### src/rtl/dp_alu_pkg.sv
package dp_alu_pkg;

  typedef enum logic [3:0] {
    OP_AND = 4'h0, OP_EOR = 4'h1, OP_SUB = 4'h2, OP_RSB = 4'h3,
    OP_ADD = 4'h4, OP_ADC = 4'h5, OP_SBC = 4'h6, OP_RSC = 4'h7,
    OP_TST = 4'h8, OP_TEQ = 4'h9, OP_CMP = 4'hA, OP_CMN = 4'hB,
    OP_ORR = 4'hC, OP_MOV = 4'hD, OP_BIC = 4'hE, OP_MVN = 4'hF
  } dp_op_e;

  localparam int NUM_FLAGS = 4;
  localparam int FLAG_N    = 3;
  localparam int FLAG_Z    = 2;
  localparam int FLAG_C    = 1;
  localparam int FLAG_V    = 0;

  function automatic logic op_is_arith(input dp_op_e op);
    case (op)
      OP_SUB, OP_RSB, OP_ADD, OP_ADC, OP_SBC, OP_RSC, OP_CMP, OP_CMN:
        return 1'b1;
      default:
        return 1'b0;
    endcase
  endfunction

  // compare/test group: code 10xx
  function automatic logic op_writes_dest(input dp_op_e op);
    return !(op inside {OP_TST, OP_TEQ, OP_CMP, OP_CMN});
  endfunction

endpackage

### src/rtl/dp_logic_unit.sv
module dp_logic_unit
  import dp_alu_pkg::*;
#(
  parameter int W = 32
) (
  input  dp_op_e         op,
  input  logic [W-1:0]   a,
  input  logic [W-1:0]   b,
  output logic [W-1:0]   y
);

  always_comb begin
    case (op)
      OP_AND, OP_TST: y = a & b;
      OP_EOR, OP_TEQ: y = a ^ b;
      OP_ORR:         y = a | b;
      OP_MOV:         y = b;
      OP_BIC:         y = a & ~b;
      OP_MVN:         y = ~b;
      default:        y = '0;
    endcase
  end

endmodule

### src/rtl/dp_arith_unit.sv
module dp_arith_unit
  import dp_alu_pkg::*;
#(
  parameter int W = 32
) (
  input  dp_op_e         op,
  input  logic [W-1:0]   a,
  input  logic [W-1:0]   b,
  input  logic           cin,
  output logic [W-1:0]   y,
  output logic           cout,
  output logic           ovf
);

  localparam int MSB = W - 1;

  logic          swap_ops;
  logic          invert_second;
  logic          carry_sel;
  logic [W-1:0]  first_in;
  logic [W-1:0]  second_raw;
  logic [W-1:0]  second_in;
  logic [W:0]    sum;

  always_comb begin
    swap_ops      = 1'b0;
    invert_second = 1'b0;
    carry_sel     = 1'b0;
    case (op)
      OP_SUB, OP_CMP: begin invert_second = 1'b1; carry_sel = 1'b1; end
      OP_RSB:         begin swap_ops = 1'b1; invert_second = 1'b1; carry_sel = 1'b1; end
      OP_ADC:         carry_sel = cin;
      OP_SBC:         begin invert_second = 1'b1; carry_sel = cin; end
      OP_RSC:         begin swap_ops = 1'b1; invert_second = 1'b1; carry_sel = cin; end
      default:        carry_sel = 1'b0;
    endcase
  end

  assign first_in   = swap_ops ? b : a;
  assign second_raw = swap_ops ? a : b;
  assign second_in  = invert_second ? ~second_raw : second_raw;

  assign sum  = {1'b0, first_in} + {1'b0, second_in} + {{W{1'b0}}, carry_sel};
  assign y    = sum[W-1:0];
  assign cout = sum[W];
  assign ovf  = (first_in[MSB] == second_in[MSB]) && (sum[MSB] != first_in[MSB]);

endmodule

### src/rtl/dp_flag_reg.sv
module dp_flag_reg #(
  parameter int NF = 4
) (
  input  logic          clk,
  input  logic          rst,
  input  logic [NF-1:0] d,
  output logic [NF-1:0] q
);

  always_ff @(posedge clk) begin
    if (rst) q <= '0;
    else     q <= d;
  end

endmodule

### src/rtl/dp_alu_core.sv
module dp_alu_core
  import dp_alu_pkg::*;
#(
  parameter int W = 32
) (
  input  logic                 clk,
  input  logic                 rst,
  input  logic [3:0]           op_code,
  input  logic                 set_flags,
  input  logic [W-1:0]         op_a,
  input  logic [W-1:0]         op_b,
  input  logic                 shift_cout,
  output logic [W-1:0]         res,
  output logic                 res_we,
  output logic [NUM_FLAGS-1:0] flags_next,
  output logic [NUM_FLAGS-1:0] flags_q
);

  dp_op_e        op_e;
  logic [W-1:0]  logic_y;
  logic [W-1:0]  arith_y;
  logic          arith_c;
  logic          arith_v;
  logic          is_arith;
  logic          new_c;
  logic          new_v;

  assign op_e     = dp_op_e'(op_code);
  assign is_arith = op_is_arith(op_e);

  dp_logic_unit #(.W(W)) u_logic (
    .op (op_e),
    .a  (op_a),
    .b  (op_b),
    .y  (logic_y)
  );

  dp_arith_unit #(.W(W)) u_arith (
    .op   (op_e),
    .a    (op_a),
    .b    (op_b),
    .cin  (flags_q[FLAG_C]),
    .y    (arith_y),
    .cout (arith_c),
    .ovf  (arith_v)
  );

  assign res    = is_arith ? arith_y : logic_y;
  assign res_we = op_writes_dest(op_e);

  assign new_c = is_arith ? arith_c : shift_cout;
  assign new_v = is_arith ? arith_v : flags_q[FLAG_V];

  always_comb begin
    flags_next = flags_q;
    if (set_flags) begin
      flags_next[FLAG_N] = res[W-1];
      flags_next[FLAG_Z] = (res == '0);
      flags_next[FLAG_C] = new_c;
      flags_next[FLAG_V] = new_v;
    end
  end

  dp_flag_reg #(.NF(NUM_FLAGS)) u_flags (
    .clk (clk),
    .rst (rst),
    .d   (flags_next),
    .q   (flags_q)
  );

endmodule

### config.mk
export PLATFORM = sky130hd
export DESIGN_NAME = dp_alu_core
export DESIGN_NICKNAME = d
export VERILOG_FILES = /design/src/rtl/dp_alu_pkg.sv /design/src/rtl/dp_logic_unit.sv /design/src/rtl/dp_arith_unit.sv /design/src/rtl/dp_flag_reg.sv /design/src/rtl/dp_alu_core.sv
export SDC_FILE = /design/constraint.sdc
export NUM_CORES = 1
export LEC_CHECK = 0
export ABC_AREA = 1
export BUFFER_PORTS_ARGS = -buffer_cell sky130_fd_sc_hd__buf_2
export CORE_MARGIN = 2
export CORE_UTILIZATION = 50
export CTS_CLUSTER_DIAMETER = 80
export DETAILED_ROUTE_END_ITERATION = 10
export PLACE_DENSITY = 0.73
export RECOVER_POWER = 50
export SYNTH_ARGS = -nofsm -noshare
export SYNTH_HDL_FRONTEND = slang
export SYNTH_SLANG_ARGS = --single-unit
### constraint.sdc
create_clock -name clk -period 4.3 [get_ports clk]
set_input_delay 0.215 -clock clk [delete_from_list [all_inputs] [get_ports clk]]
set_output_delay 0.215 -clock clk [all_outputs]
set_load 0.03 [all_outputs]
==> qor.csv <==
stage,metric,value,unit
routing,postRouteAntennaNets,0,
sta,setup_violations,0,
sta,worst_clock_skew,0.00310,ns
place,place_area,6580,um2
synth,syn_area_per_cell,5.03,um2
finish,drive_above_1_share,10.6,%
finish,mostFrequentLayoutCell,nand2_1,
status,status,finished clean,
power_and_ir_drop,power_switching_share,63.0,%
finish,fin_area,6630,um2
finish,area_delta_synth_final,12.3,%
critical_path,required,4.09,ns
finish,regMostFlops,u_flags.q,
power_and_ir_drop,comb_power_share,88.0,%
floorplan,core_area,11500,um2
clocking,clock_path_buffers,2,
floorplan,chipHeight,113,um
finish,seqCellArea,80.1,um2
finish,nNetsFinal,1404,
clocking,cts-root-buf,clkbuf_16,
global_route,met2_usage,52.0,%
global_route,grt_max_degree,89,
hold_path,hold_path_class,input pin to register,
sta,fmax,250,MHz
routing,num_vias,7814,
global_route,grt_pass1_wl,33600,um
sta,tightest_slew,1.14,ns
power_and_ir_drop,p_int,0.580,mW
critical_path,cpMostUsedCell,nand2_1,
power_and_ir_drop,pwr-share-clk,9.3,%
sta,hold_violations,0,
synth,yosysTopAreaCell,nand2_1,
finish,diodes,0,
clocking,cts_buffers,3,
clocking,post-cts-setup-buffer-count,0,
synth,yosys.area.top_type_share,25.3,%
global_route,grt_pass1_vias,6823,
routing,drtIter0Drc,851,
sta,relSlewSlack,23.9,%
critical_path,cp.arrival,3.79,ns
global_route,grt_use_total,32.1,%
place,dp.final_hpwl,17200,um
place,gp_congestion,1.02,
routing,drcViolationCount,0,
clocking,tritoncts,done,
flow_run,drv_cap,0,
synth,yosysUniqueCellTypes,40,
finish,largest_reg_flops,4,
synth,synth-seq-area-share,1.36,%
clocking,clk_pin_slew,0.03,ns
routing,first_pass_iters,5,
critical_path,path_buf_inv,4,
clocking,cts_resized,0,
global_route,grt-busiest-layer,met2,
clocking,ctsHoldBuffers,0,
floorplan,pin_count,113,
global_route,antenna_found_initial,0,
clocking,clk-insertion-delay-late,0.23,ns
critical_path,cp_cell_sequence,buf_2 -> nand2_1 -> nor2_4 -> buf_12 -> o21ai_0 -> xor2_1 -> ha_1 -> nand2_1 -> inv_1 -> nand2_1 -> nand2_1 -> a21oi_1 -> nor2_1 -> nor2_1 -> nand2_1 -> nand2_1 -> nand2_1 -> a21oi_1 -> nand2_1 -> nor2_1 -> nand3_2 -> nand2_1 -> buf_2,
synth,synth_cells,1176,
clocking,clock-sinks,4,
sta,rsz0062_at_grt,no,
finish,final_util,57.9,%
routing,viasPerCell,5.55,
power_and_ir_drop,vdd_drop_max,0.269,mV
global_route,grt_overflow,0,
critical_path,path_delay_family,simple AND/OR/NAND/NOR gates,
synth,ys_ff_latch,4,
power_and_ir_drop,power.leakage,3.76,nW
clocking,htree_levels,1,
global_route,use_met3,2.84,%
global_route,grt_util_met1,46.6,%
finish,final_cell_mix,"398 x nand2_1, 192 x inv_1, 104 x o21ai_0",
synth,ys.warnings.count,0,
critical_path,cp_slowest_cell,ha_1,
sta,fin_tns_setup,0,ns
synth,syn_area,5910,um2
critical_path,end_kind,output pin,
sta,slew_viol_final,0,
finish,reg.largest.list,u_flags.q x4,
sta,post-route-min-period,4.00,ns
place,port_buffers,112,
floorplan,start_util,51.5,%
floorplan,rows,39,
power_and_ir_drop,switchingPower,0.988,mW
critical_path,crit_type,input pin to output pin,
sta,hold-worst-slack,0.201,ns
critical_path,cp_max_fo,88,
critical_path,crit_path_start_kind,input pin,
critical_path,cpPeakStageDelay,0.36,ns
synth,syn_nets,1313,
power_and_ir_drop,seq_power_share,2.6,%
finish,fillCellCount,1256,
power_and_ir_drop,power.density,236,nW/um2
sta,finalCritPeriodShare,93.1,%
floorplan,die_area,12700,um2
routing,post_drt_wl_per_cell,15.0,um
floorplan,die_w,113,um
synth,synth_area_leaders,"nand2_1 25%, ha_1 13%, inv_1 12%, o21ai_0 8.8%, nand3_1 7.2%",
finish,multi_input_area,4900,um2
routing,drt-total-wl,21100,um
-- worst register-to-register path, delay by kind of cell (launching register included) --
kind,cells,cell delay (ns)
simple gates,12,1.28
fa+ha+maj,2,0.69
compound gates,2,0.42
flops,1,0.33
buf+inv,3,0.21
-- power groups by stage --
stage               Clock (mW)  Sequential, mW  Combinational, mW
floorplan                    0          0.0446              0.963
CTS                      0.146          0.0413               1.35
global route             0.151          0.0415               1.52
finish                   0.146          0.0414               1.38
detailed placement           0          0.0417               1.35
global placement             0          0.0418               1.34
-- area by class of cell --
| type | instances | share of cell area [%] |
|---|---|---|
| clock buffers | 3 | 1.13 |
| multi-input cells | 937 | 73.9 |
| repair buffers | 121 | 9.75 |
| well taps | 143 | 2.70 |
| inverters | 200 | 11.3 |
| flip-flops and latches | 4 | 1.21 |
-- layer usage --
metal / part of all wire [%] / wire [um]
met2: 43 / 9040
met5: 0 / 0
met3: 9.1 / 1920
met1: 46 / 9630
met4: 2.5 / 537
-- metrics by stage --
stage / setup slack [ns] / total power [mW] / std cells
after floorplan: 0.541 / 1.01 / 1176
after global placement: 0.503 / 1.38 / 1405
after detailed placement: 0.424 / 1.39 / 1405
after CTS: 0.413 / 1.54 / 1408
after global routing: 0.0418 / 1.72 / 1408
final: 0.298 / 1.57 / 1408
-- synthesized netlist by cell type (all sizes together) --
| cell type | instances |
|---|---|
| clkbuf | 12 |
| clkinv | 1 |
| nand3 | 86 |
| a32oi | 1 |
| a221oi | 2 |
| o22ai | 6 |
| o221ai | 2 |
| a31oi | 2 |
| a21oi | 57 |
| xor2 | 38 |
| nand2 | 402 |
| nor4 | 1 |
| buf | 23 |
| nand3b | 7 |
| o2111ai | 7 |
| nor2 | 101 |
| nand4 | 14 |
| and2 | 1 |
| and3 | 1 |
| o21ai | 116 |
| o21bai | 1 |
| o211ai | 12 |
| ha | 63 |
| fa | 2 |
| dfxtp | 4 |
| inv | 199 |
| nor3 | 12 |
| or2 | 3 |
-- path summary, 6_finish.rpt --
check | start | end | slack, ns | cells after the start
max | op_code[0] | flags_next[2] | 0.30 | 23
min | rst | u_flags.q[2] | 0.20 | 2
max reg2reg | u_flags.q[1] | u_flags.q[2] | 1.29 | 19
min reg2reg | u_flags.q[3] | u_flags.q[3] | 0.50 | 2
-- cell families (layout without fill, tap and decap cells) --
group,after synthesis,in the layout,share of synthesized area (%)
fa+ha+maj,65,65,14.0
xor+xnor,38,38,5.63
simple gates,628,628,43.8
buf+inv,235,324,15.9
compound gates,206,206,19.2
flops,4,4,1.36
Power figures use the tool's default switching activity.
